[config.mk]
export PLATFORM = sky130hd
export DESIGN_NAME = dsp_stat_reg
export DESIGN_NICKNAME = d
export VERILOG_FILES = /design/src/rtl/dsp_stat_pkg.sv /design/src/rtl/dsp_stat_sync.sv /design/src/rtl/dsp_stat_post.sv /design/src/rtl/dsp_stat_loop_dec.sv /design/src/rtl/dsp_stat_reg.sv
export SDC_FILE = /design/constraint.sdc
export NUM_CORES = 1
export LEC_CHECK = 0
export BUFFER_PORTS_ARGS = -buffer_cell sky130_fd_sc_hd__buf_2
export CAP_MARGIN = 20
export CELL_PAD_IN_SITES_DETAIL_PLACEMENT = 1
export CELL_PAD_IN_SITES_GLOBAL_PLACEMENT = 2
export CORE_MARGIN = 4
export CORE_UTILIZATION = 27
export CTS_BUF_LIST = sky130_fd_sc_hd__clkbuf_16
export DETAILED_ROUTE_END_ITERATION = 16
export PLACE_DENSITY_LB_ADDON = 0.1
export SYNTH_ARGS = -nofsm -noshare
export SYNTH_HDL_FRONTEND = slang
export SYNTH_HIERARCHICAL = 1
export SYNTH_SLANG_ARGS = --single-unit
[constraint.sdc]
create_clock -name clk_i -period 2.5 [get_ports clk_i]
set_input_delay 0 -clock clk_i [delete_from_list [all_inputs] [get_ports clk_i]]
set_output_delay 0 -clock clk_i [all_outputs]
set_load 0.01 [all_outputs]
[src/rtl/dsp_stat_pkg.sv]
package dsp_stat_pkg;
  localparam int unsigned STAT_W = 16;
  localparam int unsigned CTL_W  = 10;
  localparam int unsigned FLAG_W = 4;
  localparam int unsigned UI_W   = 2;
  localparam int unsigned RPL_W  = 3;
  localparam int unsigned MASK_W = 1 << RPL_W;

  // control bit positions inside the software-owned field
  localparam int unsigned B_SCALE = 9;
  localparam int unsigned B_CLAMP = 8;
  localparam int unsigned B_IE    = 7;
  localparam int unsigned B_UO1   = 6;
  localparam int unsigned B_UO0   = 5;

  typedef struct packed {
    logic n;
    logic v;
    logic z;
    logic c;
  } flags_t;
endpackage

[src/rtl/dsp_stat_sync.sv]
module dsp_stat_sync #(
  parameter int unsigned W      = 2,
  parameter int unsigned STAGES = 2
) (
  input  logic         clk_i,
  input  logic         rst_ni,
  input  logic [W-1:0] d_i,
  output logic [W-1:0] q_o
);
  logic [STAGES-1:0][W-1:0] stg_q;

  always_ff @(posedge clk_i or negedge rst_ni) begin
    if (!rst_ni) begin
      stg_q <= '0;
    end else begin
      for (int s = STAGES - 1; s > 0; s--) stg_q[s] <= stg_q[s-1];
      stg_q[0] <= d_i;
    end
  end

  assign q_o = stg_q[STAGES-1];
endmodule

[src/rtl/dsp_stat_post.sv]
module dsp_stat_post #(
  parameter int unsigned IN_W  = 36,
  parameter int unsigned OUT_W = 32,
  parameter int unsigned SHIFT = 3
) (
  input  logic [IN_W-1:0]  acc_i,
  input  logic             scale_i,
  input  logic             clamp_i,
  output logic [OUT_W-1:0] res_o,
  output logic             ovf_o
);
  localparam int unsigned HI_W = IN_W - OUT_W + 1;
  localparam logic [OUT_W-1:0] POS_MAX = {1'b0, {(OUT_W-1){1'b1}}};
  localparam logic [OUT_W-1:0] NEG_MIN = {1'b1, {(OUT_W-1){1'b0}}};

  logic signed [IN_W-1:0] acc_s, scaled;
  logic [HI_W-1:0] hi;

  always_comb begin
    acc_s  = signed'(acc_i);
    scaled = scale_i ? (acc_s >>> SHIFT) : acc_s;
    // value fits when the bits above the result sign all equal it
    hi     = scaled[IN_W-1:OUT_W-1];
    ovf_o  = !((&hi) || !(|hi));
    if (ovf_o && clamp_i) res_o = scaled[IN_W-1] ? NEG_MIN : POS_MAX;
    else                  res_o = scaled[OUT_W-1:0];
  end
endmodule

[src/rtl/dsp_stat_loop_dec.sv]
module dsp_stat_loop_dec #(
  parameter int unsigned CODE_W = 3,
  localparam int unsigned MASK_W = 1 << CODE_W
) (
  input  logic [CODE_W-1:0] code_i,
  output logic [MASK_W-1:0] mask_o
);
  for (genvar i = 0; i < MASK_W; i++) begin : g_bit
    // code 0 selects the largest loop
    assign mask_o[i] = (code_i == '0) || (code_i > CODE_W'(i));
  end
endmodule

[src/rtl/dsp_stat_reg.sv]
module dsp_stat_reg
  import dsp_stat_pkg::*;
#(
  parameter int unsigned RES_W       = 36,
  parameter int unsigned OUT_W       = 32,
  parameter int unsigned SHIFT       = 3,
  parameter int unsigned SYNC_STAGES = 2
) (
  input  logic              clk_i,
  input  logic              rst_ni,
  input  logic              wr_en_i,
  input  logic [CTL_W-1:0]  sw_wdata_i,
  input  logic              alu_upd_i,
  input  logic              alu_c_i,
  input  logic              mpy_sel_i,
  input  logic [RES_W-1:0]  acc_i,
  input  logic [UI_W-1:0]   usr_in_i,
  output logic [OUT_W-1:0]  res_o,
  output logic [STAT_W-1:0] rd_data_o,
  output logic [1:0]        usr_out_o,
  output logic              irq_en_o,
  output logic [MASK_W-1:0] loop_mask_o
);
  flags_t           flag_q, flag_d;
  logic [UI_W-1:0]  ui_q, ui_sync;
  logic [CTL_W-1:0] ctl_q;
  logic             ovf;

  dsp_stat_sync #(.W(UI_W), .STAGES(SYNC_STAGES)) u_sync (
    .clk_i  (clk_i),
    .rst_ni (rst_ni),
    .d_i    (usr_in_i),
    .q_o    (ui_sync)
  );

  dsp_stat_post #(.IN_W(RES_W), .OUT_W(OUT_W), .SHIFT(SHIFT)) u_post (
    .acc_i   (acc_i),
    .scale_i (ctl_q[B_SCALE] & mpy_sel_i),
    .clamp_i (ctl_q[B_CLAMP]),
    .res_o   (res_o),
    .ovf_o   (ovf)
  );

  dsp_stat_loop_dec #(.CODE_W(RPL_W)) u_loop (
    .code_i (ctl_q[RPL_W-1:0]),
    .mask_o (loop_mask_o)
  );

  always_comb begin
    flag_d.n = res_o[OUT_W-1];
    flag_d.v = ovf;
    flag_d.z = (res_o == '0);
    flag_d.c = alu_c_i;
  end

  // hardware and software fields are disjoint, so both may load in one cycle
  always_ff @(posedge clk_i or negedge rst_ni) begin
    if (!rst_ni) begin
      flag_q <= '0;
      ui_q   <= '0;
      ctl_q  <= '0;
    end else begin
      ui_q <= ui_sync;
      if (alu_upd_i) flag_q <= flag_d;
      if (wr_en_i)   ctl_q  <= sw_wdata_i;
    end
  end

  assign rd_data_o = {flag_q, ui_q, ctl_q};
  assign usr_out_o = ~{ctl_q[B_UO1], ctl_q[B_UO0]};
  assign irq_en_o  = ctl_q[B_IE];
endmodule

# Yosys cells after proc, flatten, opt, wreduce, memory -nomap -nowiden
# Cells that the tools add are included.
# classes
muxes,3
order_cmp,8
bitwise,2
reduce_logical,16
# op_table
operator,n
32-bit two-way mux,2
35-bit two-way mux,1
32-bit zero test,1
"3-bit greater-than comparator, second input constant",4
1-bit logical OR,9
"3-bit by 1-bit greater-than comparator with 1-bit output, second input constant",2
"3-bit by 2-bit greater-than comparator with 1-bit output, second input constant",2
5-bit AND reduction,1
5-bit OR reduction,1
3-bit zero test,1
1-bit zero test,2
2-bit inverter,1
1-bit AND,1
1-bit logical AND,1
# totals
regBits,20
output_inout_bits,59
wordCells,37
in_bits,54

# Logic depth before layout (Yosys ltp)
# Gate-level depths: netlist of the first run.
# logic_depth
ltp_word,9
ltp_mapped,9
depth_no_buf,7

# Modules after synthesis
# Netlist of the first run, hierarchy kept.
# by_module_without_submodules
mod,instances,cells_each,area_per_inst_um2,seq_area_each_um2
dsp_stat_post,1,160,1488.9,0.0
dsp_stat_reg,1,49,661.9,400.4
dsp_stat_sync,1,6,115.1,100.1
dsp_stat_loop_dec,1,15,81.3,0.0

# Least setup slack after synthesis of the first run
# Ideal clock, no wire load.
# synth_timing
path_kind,flip-flop to flip-flop
start,register ctl_q[9]
end,"register flag_q, in the netlist rd_data_o[13]"
n_path_buf,2
t_arrival_ns,2.182
period_less_slack_ns,2.274
t_required_ns,2.408
setup_time_ns,0.092
stages_incl_launch_ff,9
path_slack_ns,0.226
cell_sequence,dfrtp_1 and2_1 buf_4 buf_2 mux2_2 a211oi_2 o22ai_1 or3_1 o31ai_2
# synth_via
elab_chain_cells,9
word_cells_on_any_way,10
cone_classes,mux (2); bitwise (1); reduce/logical (7)
# synth_lines
item,line,text
start: declaration,dsp_stat_reg.sv:26,logic [CTL_W-1:0] ctl_q;
start signal: assignment,dsp_stat_reg.sv:65,if (wr_en_i) ctl_q <= sw_wdata_i;
1-bit AND *,dsp_stat_reg.sv:38,".scale_i (ctl_q[B_SCALE] & mpy_sel_i),"
35-bit two-way mux *,dsp_stat_post.sv:21,scaled = scale_i ? (acc_s >>> SHIFT) : acc_s;
5-bit OR reduction,dsp_stat_post.sv:24,ovf_o = !((&hi) || !(|hi));
1-bit zero test,dsp_stat_post.sv:24,
1-bit logical OR,dsp_stat_post.sv:24,
1-bit zero test,dsp_stat_post.sv:24,
1-bit logical AND,dsp_stat_post.sv:25,if (ovf_o && clamp_i) res_o = scaled[IN_W-1] ? NEG_MIN : POS_MAX;
32-bit two-way mux *,dsp_stat_post.sv:25,
net res_o[16],dsp_stat_reg.sv:18,"output logic [OUT_W-1:0] res_o,"
32-bit zero test *,dsp_stat_reg.sv:52,flag_d.z = (res_o == '0);
end signal: assignment,dsp_stat_reg.sv:64,if (alu_upd_i) flag_q <= flag_d;
end: declaration,dsp_stat_reg.sv:24,"flags_t flag_q, flag_d;"
# Mark *: on every way through the listed nets, which the timed path passes. The rest lies on a longest branch.
# A chain may end at the register's enable or synchronous reset.

# Final worst setup path of the first run
# layout_timing
start,register ctl_q[9]
end,"register flag_q, in the netlist rd_data_o[13]"
# layout_via
elab_chain_cells,9
word_cells_on_any_way,10
cone_classes,mux (2); bitwise (1); reduce/logical (7)
# layout_lines
item,line
1-bit AND *,dsp_stat_reg.sv:38
35-bit two-way mux *,dsp_stat_post.sv:21
5-bit OR reduction,dsp_stat_post.sv:24
1-bit zero test,dsp_stat_post.sv:24
1-bit logical OR,dsp_stat_post.sv:24
1-bit zero test,dsp_stat_post.sv:24
1-bit logical AND,dsp_stat_post.sv:25
32-bit two-way mux *,dsp_stat_post.sv:25
32-bit zero test *,dsp_stat_reg.sv:52
# Every way passes the cells marked *; elsewhere a longest branch is shown, timed or not.

==> results of run 1 <==
[final cells by class]
cell class	instances	share of cell area [%]
Multi-Input combinational cell	177	51.3
Timing Repair Buffer	137	26.4
Sequential cell	20	15.6
Tap cell	105	4.08
Clock buffer	3	2.33
Inverter	3	0.350
[worst max path at each step]
stage	endpoint	from	slack, ns	cells after the start
floorplan	rd_data_o[13]	ctl_q[9]	0.23	8
global placement	rd_data_o[13]	ctl_q[9]	-0.07	8
detailed placement	rd_data_o[13]	ctl_q[9]	-0.09	8
CTS	res_o[17]	ctl_q[9]	0.02	5
global route	rd_data_o[13]	ctl_q[9]	0.007	8
finish	rd_data_o[13]	ctl_q[9]	0.06	8
[stage by stage]
stage	utilization [%]	instances	area [um2]
final	38.6	445	3220
after global routing	38.6	445	3220
after CTS	38.3	444	3190
after detailed placement	35.3	424	2950
after global placement	35.3	424	2950
after floorplan	-	230	2350
[state kept, by name, summed over array words and instances, names as in the netlist]
register and cells:
ctl_q 10, ui_q 2, u_sync/q_o 2, rd_data_o 4, u_sync/stg_q 2
[power by group through the flow]
| stage | registers, mW | logic [mW] | clock network (mW) |
|---|---|---|---|
| 2_1_floorplan | 0.388 | 0.439 | 0 |
| 3_3_place_gp | 0.378 | 0.704 | 0 |
| 3_5_place_dp | 0.379 | 0.706 | 0 |
| 4_1_cts | 0.374 | 0.733 | 0.331 |
| 5_1_grt | 0.378 | 0.801 | 0.342 |
| 6_report | 0.373 | 0.735 | 0.314 |
[cells by family after synthesis]
group           Yosys count  synth area share [%]
buf+inv                  33                  9.59
xor+xnor                  1                 0.373
compound gates           71                  27.3
simple gates             30                  7.41
flops                    20                  21.3
mux                      74                  33.8
other cells               1                 0.160
[routing by layer]
metal	GRT usage [%]	vias up
met3	2.20	4
met5	0	-
met2	25.4	71
li1	-	1116
met4	2.35	0
met1	21.2	1164
[synthesized netlist by cell type, types with 2 or more instances]
master    number  area, um2
mux2_2        42        473
mux2i_1       32        320
o22ai_1       31        194
a211oi_2      30        375
dfrtp_1       20        500
buf_2          9       45.0
buf_4          9       67.6
nand2_1        8       30.0
clkbuf_1       7       26.3
nor4_1         6       37.5
o21ai_0        4       20.0
buf_12         3       60.1
inv_1          3       11.3
and2_1         2       12.5
nand2b_1       2       12.5
nand3_1        2       10.0
nand4_1        2       12.5
nor2_1         2       7.51
nor2b_1        2       12.5
or3_1          2       12.5
[critical path, delay by kind of cell (launching register included)]
kind                   cells  cell delay, ns
AOI/OAI and AO/OA          3            0.49
DFF                        1            0.37
and+or+nand+nor            3            0.91
muxes                      1            0.36
buffers and inverters      1            0.22
[timing repair]
item / CTS / global route
hold buffers: 14 / 0
buffers inserted: 3 / 0
pin swaps: 1 / 1
gates resized for setup: 1 / 2
endpoints found under the hold margin: 33 / 0
setup endpoints to repair: 1 / 1
==> key figures, run 1 <==
STA
  – Worst-Margin Slew: 0.703 ns
  – Final hold vios: 0
  – Setup TNS: 0 ns
  – Clock Skew: 0.000991 ns
  – Final setup fails: 0
  – Fin crit period: 2.44 ns
  – Fin. max-slew vios: 0
  – Final period util: 97.6%
  – FMAX: 410 MHz
  – Worst hold slack: 0.0845 ns
  – Worst rel slew slack: 53.1%
  – Final Worst Setup Slack: 0.0601 ns
  – Unrepaired setup endpoints after global routing: no

Setup path
  – Crit path DAT: 2.60 ns
  – Reg2reg end: rd_data_o[13]
  – CP max stage cell: nor4_1
  – Crit path largest cell delay: 0.44 ns
  – CP startpoint kind: flop
  – Worst reg2reg setup slack: 0.06 ns
  – Worst Path Required: 2.66 ns
  – Setup CP Type: flop to flop
  – Reg2reg path depth: 8
  – FF-to-FF Start: ctl_q[9]
  – CP Cell Sequence: and2_4 -> buf_12 -> mux2_2 -> a211oi_2 -> o22ai_1 -> nor4_1 -> nand4_1 -> o31ai_2
  – Largest fanout on the critical path: 24
  – Worst setup EP type: flop

Synth
  – Post-Syn Instances: 230
  – Yosys cell types: 32
  – Mean post-synth cell area: 10.2 um2
  – Yosys reg bits: 20
  – Post-synthesis instance area: 0.00235 mm2
  – Post-synth EDFFs: 0
  – Synth Net Count: 284
  – Ys async rst share: 100%
  – YS warnings: 6
  – Top_reg_cell synth: dfrtp_1
  – Sequential area share after synthesis: 21.3%

Route
  – Via Count: 2,355
  – Met3 Routed Length: 400 um
  – Total wire length: 8120 um
  – Avg WL per Cell: 18.2 um
  – Vias/cell: 5.29
  – DRC: 0
  – Starting DRT DRC Count: 79
  – DRT met1 WL: 3760 um
  – Met2 WL: 3900 um
  – Max layer used: met4
  – Drt first pass iters: 4
  – Antenna Nets Post-Route: 0

Hold path
  – Hold Crit Depth: 2
  – Hold crit path type: primary input to flop
  – Worst Hold Path EP: rd_data_o[15]
  – Hold Startpoint: alu_upd_i

Final layout
  – Fillers: 1,005
  – Sequential cell area: 500 um2
  – Leading cell type in the layout, fill and taps excluded: buf_2
  – Commonest cells after routing, fill and taps aside: buf_2 (111), mux2_2 (42), mux2i_1 (32)
  – Ant diodes: 0
  – Synth-to-layout area growth: 37.1%
  – Fraction of layout cells with a size suffix above 1: 61.2%
  – Final #Nets: 396
  – Multi-input gate area: 0.00165 mm2

GRT
  – Global-route wire length before repair: 12,800 um
  – GRT Residual Overflow: 0
  – Largest net degree at the start of global routing: 35
  – Initial antenna violation count: 0
  – GRT Resource Usage Total: 15.2%
  – Vias in the first global route: 2,442

Die
  – Num rows: 33
  – Core area: 0.00834 mm2
  – Ports: 113
  – Die X: 101 um
  – Starting Density: 28.1%
  – Die Area: 0.0102 mm2
  – DIE HEIGHT: 101 um

Clocking
  – H-Tree Depth: 1
  – CTS Buffer Depth: 2
  – Num CTS Buffers: 3
  – CTS tree: yes
  – Clk Latency, worst-skew pair: 0.25 ns
  – CTS Sinks: 20
  – Clk pin slew, worst setup/hold paths: 0.05 ns
  – CTS root buf: clkbuf_16

Power and ir drop
  – Max IR drop VDD: 0.237 mV
  – Net Sw Frac: 36.5%
  – Leakage power figure: 1.34 nW
  – Final Power: 1.42 mW
  – Clock Power Share: 22.1%
  – Sequential Power Share: 26.2%
  – Logic pwr share: 51.7%
  – Pwr Density: 442 mW/mm2
  – Sw Pwr: 520 uW
  – P_int: 903 uW

Placement
  – Setup Slack @ Placement: -0.0915 ns
  – Routability Congestion: 0.748
  – Buffers added on ports: 111
  – Post-detail-place hpwl: 5820 um

Run status
  – Status: finished clean

Flow run
  – Number of max-cap violations: 0
Power figures use the tool's default switching activity.
==> run 2: changes to the inputs <==
CORE_UTILIZATION = 29   (was 27)
clock period = 3.05 ns   (was 2.5 ns; I/O delays follow)
==> key figures, run 2 (same netlist as run 1, synthesis figures left out) <==
Run status
  – Status: finished clean

GRT
  – GRT Residual Overflow: 0
  – GRT Resource Usage Total: 16.5%
  – Initial antenna violation count: 0
  – Largest net degree at the start of global routing: 39
  – Global-route wire length before repair: 13,000 um
  – Vias in the first global route: 2,383

Final layout
  – Final #Nets: 390
  – Max reg flops: 10
  – Synth-to-layout area growth: 32.2%
  – Fraction of layout cells with a size suffix above 1: 59.6%
  – Commonest cells after routing, fill and taps aside: buf_2 (111), mux2_2 (42), mux2i_1 (32)
  – Most flops, register: ctl_q
  – Fillers: 932
  – Ant diodes: 0
  – Leading cell type in the layout, fill and taps excluded: buf_2

Placement
  – Post-detail-place hpwl: 5850 um
  – Buffers added on ports: 111
  – Routability Congestion: 0.733

STA
  – Fin crit period: 2.63 ns
  – Setup TNS: 0 ns
  – FMAX: 381 MHz
  – Final setup fails: 0
  – Final hold vios: 0
  – Final period util: 86.1%
  – Clock Skew: 0.00169 ns
  – Worst-Margin Slew: 1.15 ns
  – Worst rel slew slack: 23.2%
  – Worst hold slack: 0.0895 ns
  – Unrepaired setup endpoints after global routing: no
  – Fin. max-slew vios: 0

Die
  – Core area: 0.00781 mm2
  – Ports: 113
  – Die X: 98.0 um
  – DIE HEIGHT: 98.0 um
  – Die Area: 0.00960 mm2
  – Num rows: 32
  – Starting Density: 30.1%

Setup path
  – CP max stage cell: nor4_1
  – Crit path largest cell delay: 0.47 ns
  – Crit path DAT: 2.79 ns
  – Delay-heaviest family, CP: simple AND/OR/NAND/NOR gates
  – CP Cell Sequence: and2_4 -> buf_12 -> mux2_2 -> a211oi_2 -> o22ai_1 -> nor4_1 -> nand4_1 -> o31ai_2
  – CP startpoint kind: flop
  – Setup CP Type: flop to flop
  – Largest fanout on the critical path: 38
  – CP Buf/Inv Count: 1
  – Worst setup EP type: flop
  – Worst Path Required: 3.21 ns

Hold path
  – Hold crit path type: primary input to flop

Route
  – Antenna Nets Post-Route: 0
  – Starting DRT DRC Count: 48
  – Via Count: 2,329
  – Vias/cell: 5.34
  – Drt first pass iters: 4
  – Total wire length: 8020 um
  – Avg WL per Cell: 18.4 um
  – DRC: 0

Clocking
  – Post-CTS sizing: 0
  – Postcts setup bufs: 0
  – H-Tree Depth: 1
  – CTS Hold Buffers Added: 14
  – Num CTS Buffers: 3
  – CTS Buffer Depth: 2
  – CTS tree: yes
  – CTS root buf: clkbuf_16
  – CTS Sinks: 20
  – Clk Latency, worst-skew pair: 0.25 ns
  – Clk pin slew, worst setup/hold paths: 0.05 ns

Power and ir drop
  – Max IR drop VDD: 0.159 mV
  – Pwr Density: 369 mW/mm2
  – Leakage power figure: 1.28 nW

Flow run
  – Number of max-cap violations: 0
run 2: final timing paths:
kind                                 start            end  slack [ns]  cells past startpoint
hold / removal                   alu_upd_i  rd_data_o[14]        0.09                      2
setup / recovery                  ctl_q[9]  rd_data_o[13]        0.42                      8
hold reg to reg            u_sync/stg_q[0]  u_sync/q_o[0]        0.35                      0
min in group asynchronous           rst_ni       ctl_q[0]        0.26                      2
setup reg to reg                  ctl_q[9]  rd_data_o[13]        0.42                      8
max in group asynchronous           rst_ni       ctl_q[9]        2.47                      2
run 2: per-layer routing:
metal,wire [um],part of all wire [%],track usage [%],up-vias
li1,-,-,-,1113
met1,3720,46,22.8,1145
met2,3850,48,26.7,67
met3,382,4.8,3.21,4
met4,64,0.80,3.19,0
met5,0,0,0,-
run 2: layout make-up:
type,instances,area [um2],share of cell area [%]
Timing Repair Buffer,131,753,24.3
Multi-Input combinational cell,177,1640,52.7
Clock buffer,3,75.1,2.42
Inverter,3,11.3,0.363
Tap cell,102,128,4.11
Sequential cell,20,500,16.1
run 2: where the power goes:
part	total, mW	leakage, nW	switching [mW]	internal, mW
sequential	0.306	0.235	0.0181	0.288
combinational	0.574	1.01	0.314	0.259
clock	0.265	0.0370	0.0920	0.173
total	1.14	1.28	0.425	0.720
run 2: worst register-to-register path, delay by kind of cell, from the launching register on:
kind | cells | cell delay [ns]
flops | 1 | 0.35
buf+inv | 1 | 0.30
mux | 1 | 0.39
compound gates | 3 | 0.50
simple gates | 3 | 0.99
run 2: stage by stage:
stage	instance area, um2	total power, mW	cells	util, %	setup WS (ns)
finish	3100	1.14	436	39.8	0.423
global route	3100	1.23	436	39.8	0.195
CTS	3100	1.16	436	39.8	0.421
detailed placement	2890	0.876	419	37.0	0.421
global placement	2890	0.872	419	37.0	0.443
floorplan	2350	0.677	230	-	0.776
